File: src/rtl/qdac_pkg.sv
package qdac_pkg;
  typedef enum logic [1:0] {
    ROUTE_SYS  = 2'b00,
    ROUTE_DATA = 2'b01,
    ROUTE_CTRL = 2'b10,
    ROUTE_RSVD = 2'b11
  } route_e;

  // system register flag positions
  localparam int unsigned SYS_OB_BIT   = 6;
  localparam int unsigned SYS_WAKE_BIT = 5;
  localparam int unsigned SYS_PD_BIT   = 4;
endpackage

File: src/rtl/qdac_word_split.sv
module qdac_word_split
  import qdac_pkg::*;
#(
  parameter int unsigned NUM_CH = 4,
  parameter int unsigned ADDR_W = 3,
  parameter int unsigned PAY_W  = 10,
  localparam int unsigned WORD_W = 3 + ADDR_W + PAY_W
) (
  input  logic              vld,
  input  logic [WORD_W-1:0] word,
  output logic              sys_we,
  output logic [NUM_CH-1:0] ctrl_we,
  output logic [NUM_CH-1:0] main_we,
  output logic [NUM_CH-1:0] sub_we,
  output logic [PAY_W-1:0]  payload
);
  localparam int unsigned ADDR_LSB  = PAY_W;
  localparam int unsigned ROUTE_LSB = PAY_W + ADDR_W;
  localparam int unsigned SEL_BIT   = WORD_W - 1;

  route_e            route;
  logic [ADDR_W-1:0] addr;
  logic              sel_sub;

  always_comb begin
    route   = route_e'(word[ROUTE_LSB +: 2]);
    addr    = word[ADDR_LSB +: ADDR_W];
    sel_sub = word[SEL_BIT];
    payload = word[PAY_W-1:0];
    sys_we  = vld && (route == ROUTE_SYS);
  end

  for (genvar c = 0; c < NUM_CH; c++) begin : g_dec
    logic hit;
    assign hit        = vld && (addr == ADDR_W'(c));
    assign ctrl_we[c] = hit && (route == ROUTE_CTRL);
    assign main_we[c] = hit && (route == ROUTE_DATA) && !sel_sub;
    assign sub_we[c]  = hit && (route == ROUTE_DATA) &&  sel_sub;
  end
endmodule

File: src/rtl/qdac_sys_reg.sv
module qdac_sys_reg
  import qdac_pkg::*;
#(
  parameter int unsigned PAY_W = 10
) (
  input  logic             clk,
  input  logic             rst,
  input  logic             we,
  input  logic [PAY_W-1:0] din,
  output logic [PAY_W-1:0] q,
  output logic             standby,
  output logic             pwrdn,
  output logic             offset_bin
);
  localparam logic [PAY_W-1:0] RST_VAL = PAY_W'(1) << SYS_PD_BIT;

  always_ff @(posedge clk) begin
    if (rst)     q <= RST_VAL;
    else if (we) q <= din;
  end

  always_comb begin
    standby    = !q[SYS_WAKE_BIT];
    pwrdn      =  q[SYS_PD_BIT];
    offset_bin =  q[SYS_OB_BIT];
  end
endmodule

File: src/rtl/qdac_chan_slot.sv
module qdac_chan_slot #(
  parameter int unsigned CTRL_W = 10,
  parameter int unsigned MAIN_W = 10,
  parameter int unsigned SUB_W  = 8
) (
  input  logic              clk,
  input  logic              rst,
  input  logic              ctrl_we,
  input  logic              main_we,
  input  logic              sub_we,
  input  logic [CTRL_W-1:0] ctrl_din,
  input  logic [MAIN_W-1:0] main_din,
  input  logic [SUB_W-1:0]  sub_din,
  output logic [CTRL_W-1:0] ctrl_q,
  output logic [MAIN_W-1:0] main_q,
  output logic [SUB_W-1:0]  sub_q
);
  always_ff @(posedge clk) begin
    if (rst) begin
      ctrl_q <= '0;
      main_q <= '0;
      sub_q  <= '0;
    end else begin
      if (ctrl_we) ctrl_q <= ctrl_din;
      if (main_we) main_q <= main_din;
      if (sub_we)  sub_q  <= sub_din;
    end
  end
endmodule

File: src/rtl/qdac_cmd_decoder.sv
module qdac_cmd_decoder #(
  parameter int unsigned NUM_CH = 4,
  parameter int unsigned ADDR_W = 3,
  parameter int unsigned MAIN_W = 10,
  parameter int unsigned SUB_W  = 8,
  localparam int unsigned WORD_W = 3 + ADDR_W + MAIN_W
) (
  input  logic                     clk,
  input  logic                     rst,
  input  logic                     cmd_valid,
  input  logic [WORD_W-1:0]        cmd_word,
  output logic [MAIN_W-1:0]        sys_o,
  output logic                     standby_o,
  output logic                     pwrdn_o,
  output logic                     offset_bin_o,
  output logic [NUM_CH*MAIN_W-1:0] ctrl_o,
  output logic [NUM_CH*MAIN_W-1:0] main_o,
  output logic [NUM_CH*SUB_W-1:0]  sub_o
);
  logic              sys_we;
  logic [NUM_CH-1:0] ctrl_we, main_we, sub_we;
  logic [MAIN_W-1:0] payload;

  qdac_word_split #(.NUM_CH(NUM_CH), .ADDR_W(ADDR_W), .PAY_W(MAIN_W)) u_split (
    .vld(cmd_valid), .word(cmd_word), .sys_we(sys_we), .ctrl_we(ctrl_we),
    .main_we(main_we), .sub_we(sub_we), .payload(payload)
  );

  qdac_sys_reg #(.PAY_W(MAIN_W)) u_sys (
    .clk(clk), .rst(rst), .we(sys_we), .din(payload), .q(sys_o),
    .standby(standby_o), .pwrdn(pwrdn_o), .offset_bin(offset_bin_o)
  );

  for (genvar c = 0; c < NUM_CH; c++) begin : g_ch
    qdac_chan_slot #(.CTRL_W(MAIN_W), .MAIN_W(MAIN_W), .SUB_W(SUB_W)) u_slot (
      .clk(clk), .rst(rst),
      .ctrl_we(ctrl_we[c]), .main_we(main_we[c]), .sub_we(sub_we[c]),
      .ctrl_din(payload), .main_din(payload),
      .sub_din(payload[MAIN_W-1 -: SUB_W]),
      .ctrl_q(ctrl_o[c*MAIN_W +: MAIN_W]),
      .main_q(main_o[c*MAIN_W +: MAIN_W]),
      .sub_q(sub_o[c*SUB_W +: SUB_W])
    );
  end
endmodule

File: config.mk
export PLATFORM = sky130hd
export DESIGN_NAME = qdac_cmd_decoder
export DESIGN_NICKNAME = d
export VERILOG_FILES = /design/src/rtl/qdac_pkg.sv /design/src/rtl/qdac_word_split.sv /design/src/rtl/qdac_sys_reg.sv /design/src/rtl/qdac_chan_slot.sv /design/src/rtl/qdac_cmd_decoder.sv
export SDC_FILE = /design/constraint.sdc
export NUM_CORES = 1
export LEC_CHECK = 0
export CAP_MARGIN = 0
export CORE_UTILIZATION = 40
export DETAILED_ROUTE_END_ITERATION = 6
export PLACE_DENSITY_LB_ADDON = 0.1
export SLEW_MARGIN = 30
export SYNTH_ARGS = -nofsm -noshare
export SYNTH_HDL_FRONTEND = slang
export SYNTH_SLANG_ARGS = --single-unit
File: constraint.sdc
create_clock -name clk -period 2.1 [get_ports clk]
set_input_delay 0.21 -clock clk [delete_from_list [all_inputs] [get_ports clk]]
set_output_delay 0.21 -clock clk [all_outputs]
set_load 0.02 [all_outputs]
# ---- Word-level counts from Yosys, hierarchy flattened
# Index checks and enable logic that the tools add are counted.
dict set report op_classes {
  n_eq_ne 5
  reduce_logical 25
}
# op count
set ops {}
lappend ops {{$logic_and A1 B1 Y1} 21}
lappend ops {{$eq A3 B2 Y1 const B} 2}
lappend ops {{$eq A3 B1 Y1 const B} 1}
lappend ops {{$logic_not A3 Y1} 1}
lappend ops {{$eq A2 B1 Y1 const B} 1}
lappend ops {{$eq A2 B2 Y1 const B} 1}
lappend ops {{$logic_not A1 Y1} 2}
lappend ops {{$logic_not A2 Y1} 1}
dict set report totals {
  ff_bits 122
  input_bits 19
  output_inout_bits 125
}

# ---- Logic depth before layout (Yosys ltp)
# Gate-level depths: netlist of run 1.
dict set report logic_depth {
  word_depth 4
  depth_mapped 5
  mapped_depth_nobuf 3
}

# ---- Cells and area by module
# A second synthesis of run 1 with hierarchy kept.
dict set report hier_totals {
  hier_cells 425
  hier_area_um2 4579.4
}
# mod seq_area_each_um2 area_per_inst_um2 n_inst cells_per_inst
set modules_own_cells {}
lappend modules_own_cells {qdac_chan_slot 560.5 1003.5 4 90}
lappend modules_own_cells {qdac_sys_reg 200.2 374.1 1 35}
lappend modules_own_cells {qdac_word_split 0.0 191.4 1 30}

# ---- Worst setup path after synthesis of run 1
# No wires, ideal clock.
dict set report synth_timing {
  path_type {input-to-reg}
  startpoint {in cmd_word[10]}
  endpoint {reg g_ch[2].u_slot.ctrl_q[0]}
  cell_stages 5
  t_arrival_ps 1174
  setup_time_ps 72
  slack_ps 854
  path_buffers 2
  cell_sequence {buf_2 -> nor4b_4 -> and3_1 -> buf_4 -> mux2i_1}
}
dict set report synth_via {
  elab_chain_cells 3
}
# item line_no
set synth_rtl {}
lappend synth_rtl {{from (decl)} qdac_cmd_decoder.sv:11} ;# input logic [WORD_W-1:0] cmd_word,
lappend synth_rtl {{$eq A3 B2 Y1} qdac_word_split.sv:35} ;# assign hit = vld && (addr == ADDR_W'(c));
lappend synth_rtl {{$logic_and A1 B1 Y1} qdac_word_split.sv:35}
lappend synth_rtl {{$logic_and A1 B1 Y1} qdac_word_split.sv:36} ;# assign ctrl_we[c] = hit && (route == ROUTE_CTRL);
lappend synth_rtl {{to (signal assigned)} qdac_chan_slot.sv:24} ;# if (ctrl_we) ctrl_q <= ctrl_din;
lappend synth_rtl {{to (decl)} qdac_chan_slot.sv:14} ;# output logic [CTRL_W-1:0] ctrl_q,
# Every way passes these cells.
# A chain may end at the register's enable or synchronous reset.

# ---- Worst setup path after layout of run 1
dict set report layout_timing {
  startpoint {reg g_ch[1].u_slot.ctrl_q[6]}
  endpoint {out ctrl_o[16]}
}
# item line_no
set layout_rtl {}
lappend layout_rtl {{from (decl)} qdac_chan_slot.sv:14}
lappend layout_rtl {{from (signal assigned)} qdac_chan_slot.sv:24}
lappend layout_rtl {{to (decl)} qdac_cmd_decoder.sv:16} ;# output logic [NUM_CH*MAIN_W-1:0] ctrl_o,
# No word-level cell between the ends.

==> flow_summary.toml, run 1 <==
[clocking]
cts_hold_buf = 0
cts-htree-levels = 4
cts_buffer_depth = 2
clkTransAtPathRegs_ps = 50
cts_setup_buffers = 0
ctsRootBufferMaster = "clkbuf_16"
ctsResizeCount = 0
cts_made_buffers = 17
cts.sinks = 122
clk_latency_ps = 400
cts_tree = "built"

[placement]
io_buffers = 143
place_area_sq_mm = 0.00641
place_congestion = 0.694
hpwl_um = 8230

[timing]
setup-tns-final_ps = 0
setup_viol = 0
period_share_pct = 76.1
slew_viol_final = 0
finalClockSkew_ps = 0
clock.fmax_ghz = 0.626
min_period_ps = 1600
rsz0062_at_grt = "false"
worst_pin_slew_ps = 571
holdWs_ps = 186
slew_headroom_pct = 62.0
hold_violations = 0

[worst_setup_path]
end_kind = "output port"
crit_arrival_ps = 1390
crit_buf_inv = 1
critPathRequiredTime_ps = 1890
worst-path-max-fanout = 2
critical_path.top_delay_family = "buffers and inverters"
worst_path_largest_cell_delay_ps = 640
cp_slowest_cell = "clkdlybuf4s50_1"
crit_type = "flip-flop to output port"
cp_cell_sequence = "clkdlybuf4s50_1"
setup.worst_path.start_class = "flip-flop"

[power]
vdd_drop_max_v = 0.000520
power.internal_mw = 4.08
switching_power_mw = 1.11
p_leak_nw = 3.11
swShare_pct = 21.3
power_density_mw_per_mm2 = 749
pwr-share-clk_pct = 48.8
p_seq_share_pct = 45.3
comb_power_share_pct = 5.9

[layout]
stdcell_area_sq_mm = 0.00692
multi_input_area_sq_mm = 0.00223
antenna_cells = 0
ff_latch_area_sq_mm = 0.00244
drive_gt1_share_pct = 8.63
fin_nets = 597
utilization_pct = 59.6
fillers = 1015
syn_to_final_growth_pct = 42.5

[status]
violations = "DRC"
status = "complete, but fails checks"

[grt]
grt_max_degree = 65
grtUsageMet3_pct = 7.94
grt_util_met1_pct = 25.2
grt_use_met2_pct = 33.0
grt.total_usage_pct = 20.7
overflow = 0
antenna_found_initial = 0
grt_busiest_layer = "met2"
grt_pass1_vias = 3625
grt_first_pass_wirelength_um = 19600

[detailed_routing]
via_per_inst = 4.81
firstDrtPassIters = 6
vias = 3530
wl_per_cell_um = 16.7
drt_iter0_drc = 132
drc = 8
routed_wl_um = 12300
postRouteAntennaNets = 0

[die]
die_h_um = 112
pin_count = 144
initial_core_util_pct = 41.8
rows = 39
die-area_sq_mm = 0.0126
fp.coreArea_sq_mm = 0.0116
die-width_um = 112

[worst_hold_path]
holdCritPathClass = "primary input to flip-flop"

[logic_synthesis]
postSynthCellCount = 437
synth_area_leaders = "dfxtp_1, mux2i_1, nand2b_1"
yosysWarnings = 0
yosys.area.top_type = "dfxtp_1"
synth-seq-area-share_pct = 50.3
synth_nets = 456
netlist_area_sq_mm = 0.00486
yosysUniqueCellTypes = 22
ys_ff_latch = 122
synth.avg_cell_area_sq_um = 11.1
synth_top_area_share_pct = 50.3

[flow_run]
drv_cap = 0
## metal layers
| metal | wire length (um) | share of wire, % | vias to the layer above |
|---|---|---|---|
| li1 | - | - | 1732 |
| met3 | 862 | 7.0 | 12 |
| met2 | 5750 | 47 | 97 |
| met4 | 138 | 1.1 | 0 |
| met1 | 5520 | 45 | 1689 |
| met5 | 0 | 0 | - |
## cells by family (layout without fill, tap and decap cells)
family,Yosys count,count (layout),share of synthesized area [%]
multiplexers,121,121,24.9
AO/OA/AOI/OAI,1,1,0.180
buffers and inverters,39,193,3.97
flip-flops,122,122,50.3
AND/OR/NAND/NOR,154,154,20.6
## through the flow
stage          total power, mW  std cells  setup WS, ps
3_5_place_dp              2.70        702           197
5_1_grt                   5.34        734           453
4_1_cts                   5.24        734           485
2_1_floorplan             2.57        437           854
6_report                  5.18        734           502
3_3_place_gp              2.70        702           270
## path summary, 6_finish.rpt
path,from,to,slack [ps],depth (start not counted)
worst max-delay path,g_ch[1].u_slot.ctrl_q[6],ctrl_o[16],500,1
worst min-delay path,rst,u_sys.q[1],190,2
worst min register to register,g_ch[3].u_slot.ctrl_q[6],g_ch[3].u_slot.ctrl_q[6],470,2
worst max register to register,u_sys.q[4],u_sys.q[4],1280,2
## flip-flops by register name (all words and copies together) (netlist names)
signal / count
g_ch.u_slot.ctrl_q: 40
g_ch.u_slot.sub_q: 32
g_ch.u_slot.main_q: 40
u_sys.q: 10
## layout make-up
class / count / area share (%)
Sequential cell: 122 / 35.3
Multi-Input combinational cell: 276 / 32.2
Timing Repair Buffer: 160 / 22.5
Clock buffer: 30 / 7.29
Tap cell: 143 / 2.59
Clock inverter: 2 / 0.145
Inverter: 1 / 0.0542
## layout by cell type, fill, tap and decap left out, drive strengths merged
cell / instances
nand2b: 122
dfxtp: 122
clkinv: 2
and3: 2
nand2: 4
and4bb: 2
nor3b: 3
inv: 1
buf: 18
clkdlybuf4s50: 142
mux2i: 121
nand4: 1
nand4b: 3
clkbuf: 30
a211o: 1
nor2b: 2
nand3: 3
nand3b: 1
nor4b: 1
nor2: 10
## cells in the mapped netlist (all sizes together)
cell	count
nand3b	1
and4bb	2
nand3	3
a211o	1
and3	2
nor2	10
inv	1
nand4	1
nor4b	1
nand2b	122
buf	15
mux2i	121
dfxtp	122
clkbuf	23
nand4b	3
nor3b	3
nand2	4
nor2b	2
## power by group through the flow
stage | Sequential [mW] | Clock, mW | Combinational (mW)
2_1_floorplan | 2.42 | 0 | 0.150
3_3_place_gp | 2.39 | 0 | 0.306
3_5_place_dp | 2.39 | 0 | 0.308
4_1_cts | 2.35 | 2.58 | 0.309
5_1_grt | 2.35 | 2.67 | 0.325
6_report | 2.35 | 2.53 | 0.304
(Power assumes the default switching activity.)
==> run 2, diff against run 1 <==
==> constraint.sdc (replaced) <==
create_clock -name clk -period 1.5 [get_ports clk]
set_input_delay 0.15 -clock clk [delete_from_list [all_inputs] [get_ports clk]]
set_output_delay 0.15 -clock clk [all_outputs]
set_load 0.02 [all_outputs]
==> flow_summary.toml, run 2 (synthesis results as in run 1) <==
[worst_hold_path]
holdCritPathClass = "primary input to flip-flop"
worst_hold_path.num_cells = 3

[worst_setup_path]
reg2reg_from = "u_sys.q[4]"
worstRegToRegCells = 2
end_kind = "flip-flop"
startpoint = "cmd_word[13]"
worst-path-max-fanout = 10
r2r_slack_ps = 680
critPathRequiredTime_ps = 1760
crit_path_end = "g_ch[3].u_slot.main_q[1]"
crit_type = "primary input to flip-flop"
crit_arrival_ps = 1560
setup.worst_path.start_class = "primary input"
rr_endpoint = "u_sys.q[4]"

[clocking]
ctsRootBufferMaster = "clkbuf_16"
cts_hold_buf = 0
clk_latency_ps = 410
cts_setup_buffers = 0
cts_made_buffers = 17
clkTransAtPathRegs_ps = 50
cts-htree-levels = 4
cts_buffer_depth = 2
cts.sinks = 122
cts_tree = "built"

[die]
die_h_um = 112
fp.coreArea_sq_mm = 0.0116
die-width_um = 112
initial_core_util_pct = 41.8
die-area_sq_mm = 0.0126
pin_count = 144
rows = 39

[placement]
place_congestion = 0.719
hpwl_um = 8680
io_buffers = 143

[detailed_routing]
routed_wl_um = 12700
postRouteAntennaNets = 0
drc = 8
drt_iter0_drc = 167
vias = 3596
wl_per_cell_um = 17.0
firstDrtPassIters = 6
via_per_inst = 4.80

[layout]
multi_input_area_sq_mm = 0.00223
antenna_cells = 0
fin_nets = 612
final_common_cell = "dlygate4sd2_1"
drive_gt1_share_pct = 12.0
ff_latch_area_sq_mm = 0.00244
reg_top3 = "g_ch.u_slot.ctrl_q (40), g_ch.u_slot.main_q (40), g_ch.u_slot.sub_q (32)"
fillers = 1010
final_cell_mix = "dlygate4sd2_1, nand2b_1, dfxtp_1"
syn_to_final_growth_pct = 45.4

[timing]
period_share_pct = 86.7
slew_viol_final = 0
hold_violations = 0
slew_headroom_pct = 62.1
rsz0062_at_grt = "false"
finalClockSkew_ps = 0
worst_pin_slew_ps = 568
setup_viol = 0
setup-tns-final_ps = 0
clock.fmax_ghz = 0.769
min_period_ps = 1300
holdWs_ps = 273

[flow_run]
drv_cap = 0

[power]
p_leak_nw = 3.87
power_density_mw_per_mm2 = 1100
p_total_mw = 7.76
vdd_drop_max_v = 0.000733

[grt]
grt_max_degree = 59
antenna_found_initial = 0
grt.total_usage_pct = 21.4
grt_first_pass_wirelength_um = 20300
overflow = 0
grt_pass1_vias = 3786

[status]
status = "complete, but fails checks"
violations = "DRC"
run 2: worst min-delay path by stage:
| stage | from | endpoint |
|---|---|---|
| 2_1_floorplan | cmd_word[4] | u_sys.q[4] |
| 3_3_place_gp | g_ch[2].u_slot.ctrl_q[4] | g_ch[2].u_slot.ctrl_q[4] |
| 3_5_place_dp | g_ch[2].u_slot.ctrl_q[5] | g_ch[2].u_slot.ctrl_q[5] |
| 4_1_cts | rst | u_sys.q[6] |
| 5_1_grt | rst | g_ch[2].u_slot.ctrl_q[0] |
| 6_report | rst | g_ch[2].u_slot.ctrl_q[0] |
run 2: layout make-up:
cell class	count	area share, %
tap	143	2.53
clock inverter	7	1.24
clock buffer	25	7.16
inverter	1	0.0531
sequential	122	34.6
multi-input combinational	276	31.5
timing repair buffer	175	22.9
run 2: where the power goes:
group / switching, mW / total [mW] / leakage, nW / internal (mW)
logic: 0.236 / 0.446 / 2.60 / 0.211
clock network: 1.38 / 4.03 / 0.293 / 2.65
registers: 0.0141 / 3.28 / 0.984 / 3.27
total: 1.63 / 7.76 / 3.87 / 6.13
run 2: stage by stage:
stage | setup WS (ps) | utilization [%] | instances | cell area [sq um]
final | 199 | 60.8 | 749 | 7060
after global routing | 88.7 | 60.8 | 749 | 7060
after CTS | 2.70 | 60.8 | 749 | 7060
after detailed placement | -234 | 57.0 | 717 | 6620
after global placement | -206 | 57.0 | 717 | 6620
after floorplan | 314 | - | 437 | 4860
run 2: worst max-delay path: stages:
cell and delay, ps:
clkdlybuf4s50_1 520, and4bb_2 390, nand4b_1 190, buf_12 190, mux2i_1 120
run 2: per-layer routing:
layer	vias up	track usage, %	share of wire [%]
met1	1726	25.2	44
li1	1753	-	-
met5	-	0	0
met4	0	8.36	1.6
met2	100	35.3	48
met3	17	8.26	6.5
run 2: timing repair:
| action | CTS | global route |
|---|---|---|
| pin swaps | 0 | 0 |
| setup endpoints to repair | 123 | 2 |
| resized for setup | 123 | 2 |
==> run 3, diff against run 2 <==
--- a/config.mk
+++ b/config.mk
@@ -5,10 +5,13 @@
 export SDC_FILE = /design/constraint.sdc
 export NUM_CORES = 1
 export LEC_CHECK = 0
+export ABC_AREA = 1
 export CAP_MARGIN = 0
 export CORE_UTILIZATION = 40
 export DETAILED_ROUTE_END_ITERATION = 6
+export GPL_TIMING_DRIVEN = 0
 export PLACE_DENSITY_LB_ADDON = 0.1
+export RECOVER_POWER = 100
 export SLEW_MARGIN = 30
 export SYNTH_ARGS = -nofsm -noshare
 export SYNTH_HDL_FRONTEND = slang
==> flow_summary.toml, run 3 <==
[layout]
ff_latch_area_sq_mm = 0.00244
syn_to_final_growth_pct = 42.9
antenna_cells = 0
fin_nets = 877
utilization_pct = 58.8
final_cell_mix = "nand2_1, nor2_1, dlygate4sd2_1"
finalNonFillerCells = 1018
fillers = 1155
drive_gt1_share_pct = 8.04
reg_top3 = "g_ch.u_slot.ctrl_q (40), g_ch.u_slot.main_q (40), g_ch.u_slot.sub_q (32)"
multi_input_area_sq_mm = 0.00203
final_common_cell = "nand2_1"

[logic_synthesis]
yosysUniqueCellTypes = 18
synth_top_area_share_pct = 49.4
synth_top_cells_by_count = "nand2_1, nor2_1, dfxtp_1, inv_1, nand4_1"
ys_ff_latch = 122
postSynthCellCount = 698
yosys.area.top_type = "dfxtp_1"
yosysWarnings = 0
synth_ff_type = "dfxtp_1"
synth_nets = 717
synthArstFlopShare_pct = 0
yosysMostFrequentCell = "nand2_1"
synth-edff-count = 0
synth_area_leaders = "dfxtp_1, nand2_1, nor2_1"
synth.avg_cell_area_sq_um = 7.08
synth-seq-area-share_pct = 49.4
netlist_area_sq_mm = 0.00494

[status]
status = "finished, final reports clean"

[worst_setup_path]
worst_path_largest_cell_delay_ps = 530
worst-path-max-fanout = 10
cp_cell_sequence = "clkdlybuf4s50_1, inv_1, nor2_4, clkbuf_4, clkbuf_2, nand4_1, nand2_1, nor2_1"
critical_path.top_delay_family = "buffers and inverters"
crit_arrival_ps = 1760
crit_buf_inv = 4
critPathRequiredTime_ps = 1810
end_kind = "flip-flop"
r2r_slack_ps = 750
setup.worst_path.start_class = "primary input"
cp_slowest_cell = "clkdlybuf4s50_1"
crit_type = "primary input to flip-flop"

[detailed_routing]
wl_per_cell_um = 15.2
dr_wl_met3_um = 1210
via_per_inst = 5.05
drc = 0
postRouteAntennaNets = 0
vias = 5140
firstDrtPassIters = 7
wl_met2_um = 7500
drt_iter0_drc = 214
wl_met1_um = 6360
top_layer = "met4"
routed_wl_um = 15500

[timing]
slew_headroom_pct = 66.3
rsz0062_at_grt = "true"
slew_viol_final = 0
period_share_pct = 96.9
min_period_ps = 1450
finalClockSkew_ps = 0
holdWs_ps = 224
clock.fmax_ghz = 0.688
fin_ws_ps = 46.7
hold_violations = 0
setup_viol = 0
worst_pin_slew_ps = 506

[grt]
grt.total_usage_pct = 24.7
overflow = 0
grt_pass1_vias = 4799
grt_first_pass_wirelength_um = 24100
grt_max_degree = 17
antenna_found_initial = 0

[die]
die-width_um = 113
die-area_sq_mm = 0.0128
rows = 40
fp.coreArea_sq_mm = 0.0120
pin_count = 144
initial_core_util_pct = 41.2
die_h_um = 113

[clocking]
ctsRootBufferMaster = "clkbuf_16"
cts_buffer_depth = 2
cts.sinks = 122
cts_made_buffers = 17
cts_hold_buf = 0
cts-htree-levels = 4
cts_tree = "built"
clk_latency_ps = 420
cts_setup_buffers = 0
clkTransAtPathRegs_ps = 50

[power]
pwr-share-clk_pct = 53.8
switching_power_mw = 1.82
power_density_mw_per_mm2 = 1180
swShare_pct = 21.8
p_seq_share_pct = 39.6
vdd_drop_max_v = 0.000595
p_leak_nw = 3.51
comb_power_share_pct = 6.6
power.internal_mw = 6.52

[placement]
place_congestion = 0.803
io_buffers = 141
dp_worst_setup_slack_ps = -435
hpwl_um = 10900
placed_cells = 986

[worst_hold_path]
holdCritPathClass = "primary input to flip-flop"

[flow_run]
drv_cap = 0
==> run 3: cell count changes after synthesis, sizes merged, moves of 3 or more <==
| cell | previous run | this run |
|---|---|---|
| o21ai | 0 | 9 |
| nand3 | 3 | 47 |
| mux2i | 121 | 0 |
| nor3b | 3 | 0 |
| buf | 15 | 28 |
| nand4 | 1 | 54 |
| inv | 1 | 74 |
| nor2 | 10 | 138 |
| nand2b | 122 | 0 |
| clkbuf | 23 | 18 |
| nand4b | 3 | 0 |
| a21oi | 0 | 49 |
| nand2 | 4 | 157 |
==> run 3: path summary, 6_finish.rpt <==
kind / depth (start not counted) / end / start
min: 3 / g_ch[3].u_slot.main_q[5] / cmd_word[5]
max reg2reg: 2 / u_sys.q[9] / u_sys.q[9]
max: 8 / g_ch[0].u_slot.sub_q[4] / cmd_word[13]
min reg2reg: 2 / g_ch[3].u_slot.ctrl_q[0] / g_ch[3].u_slot.ctrl_q[0]
==> run 3: per-layer routing <==
metal / up-vias / GRT usage, %
met1: 2366 / 28.6
met5: - / 0
met3: 38 / 7.02
li1: 2540 / -
met2: 196 / 42.0
met4: 0 / 11.9
==> run 3: power groups by stage <==
stage / clock network, mW / logic [mW] / registers, mW
6_report: 4.49 / 0.548 / 3.30
5_1_grt: 4.72 / 0.589 / 3.30
4_1_cts: 4.54 / 0.535 / 3.30
3_5_place_dp: 0 / 0.559 / 3.37
3_3_place_gp: 0 / 0.550 / 3.37
2_1_floorplan: 0 / 0.258 / 3.41
==> run 3: logic make-up after synthesis <==
family | Yosys count | share of synthesized area [%]
simple gates | 396 | 34.6
flops | 122 | 49.4
buf+inv | 121 | 9.92
compound gates | 59 | 6.02
==> run 3: stage by stage <==
| step | total power [mW] | setup TNS [ps] | area, sq um |
|---|---|---|---|
| 3_5_place_dp | 3.93 | -35050 | 6540 |
| 5_1_grt | 8.61 | -86.0 | 7070 |
| 3_3_place_gp | 3.92 | -30680 | 6540 |
| 2_1_floorplan | 3.67 | 0 | 4940 |
| 4_1_cts | 8.37 | 0 | 7050 |
| 6_report | 8.34 | 0 | 7070 |
==> run 3: worst register-to-register path, stage by stage (launching register included) <==
cell	delay, ps
dfxtp_1	340
o21ai_0	220
a21oi_1	70
==> run 3: area by class of cell <==
class,count,area share (%)
inverter,75,3.98
clock buffer,26,7.49
multi-input combinational,455,28.7
buffer,46,3.19
timing repair buffer,141,17.6
tap,147,2.60
sequential,122,34.6
clock inverter,6,1.84
==> run 3: timing repair <==
item / in CTS / in global routing
gates resized for setup: 124 / 22
endpoints found under the setup margin: 130 / 64
hold endpoints to repair: 0 / 0
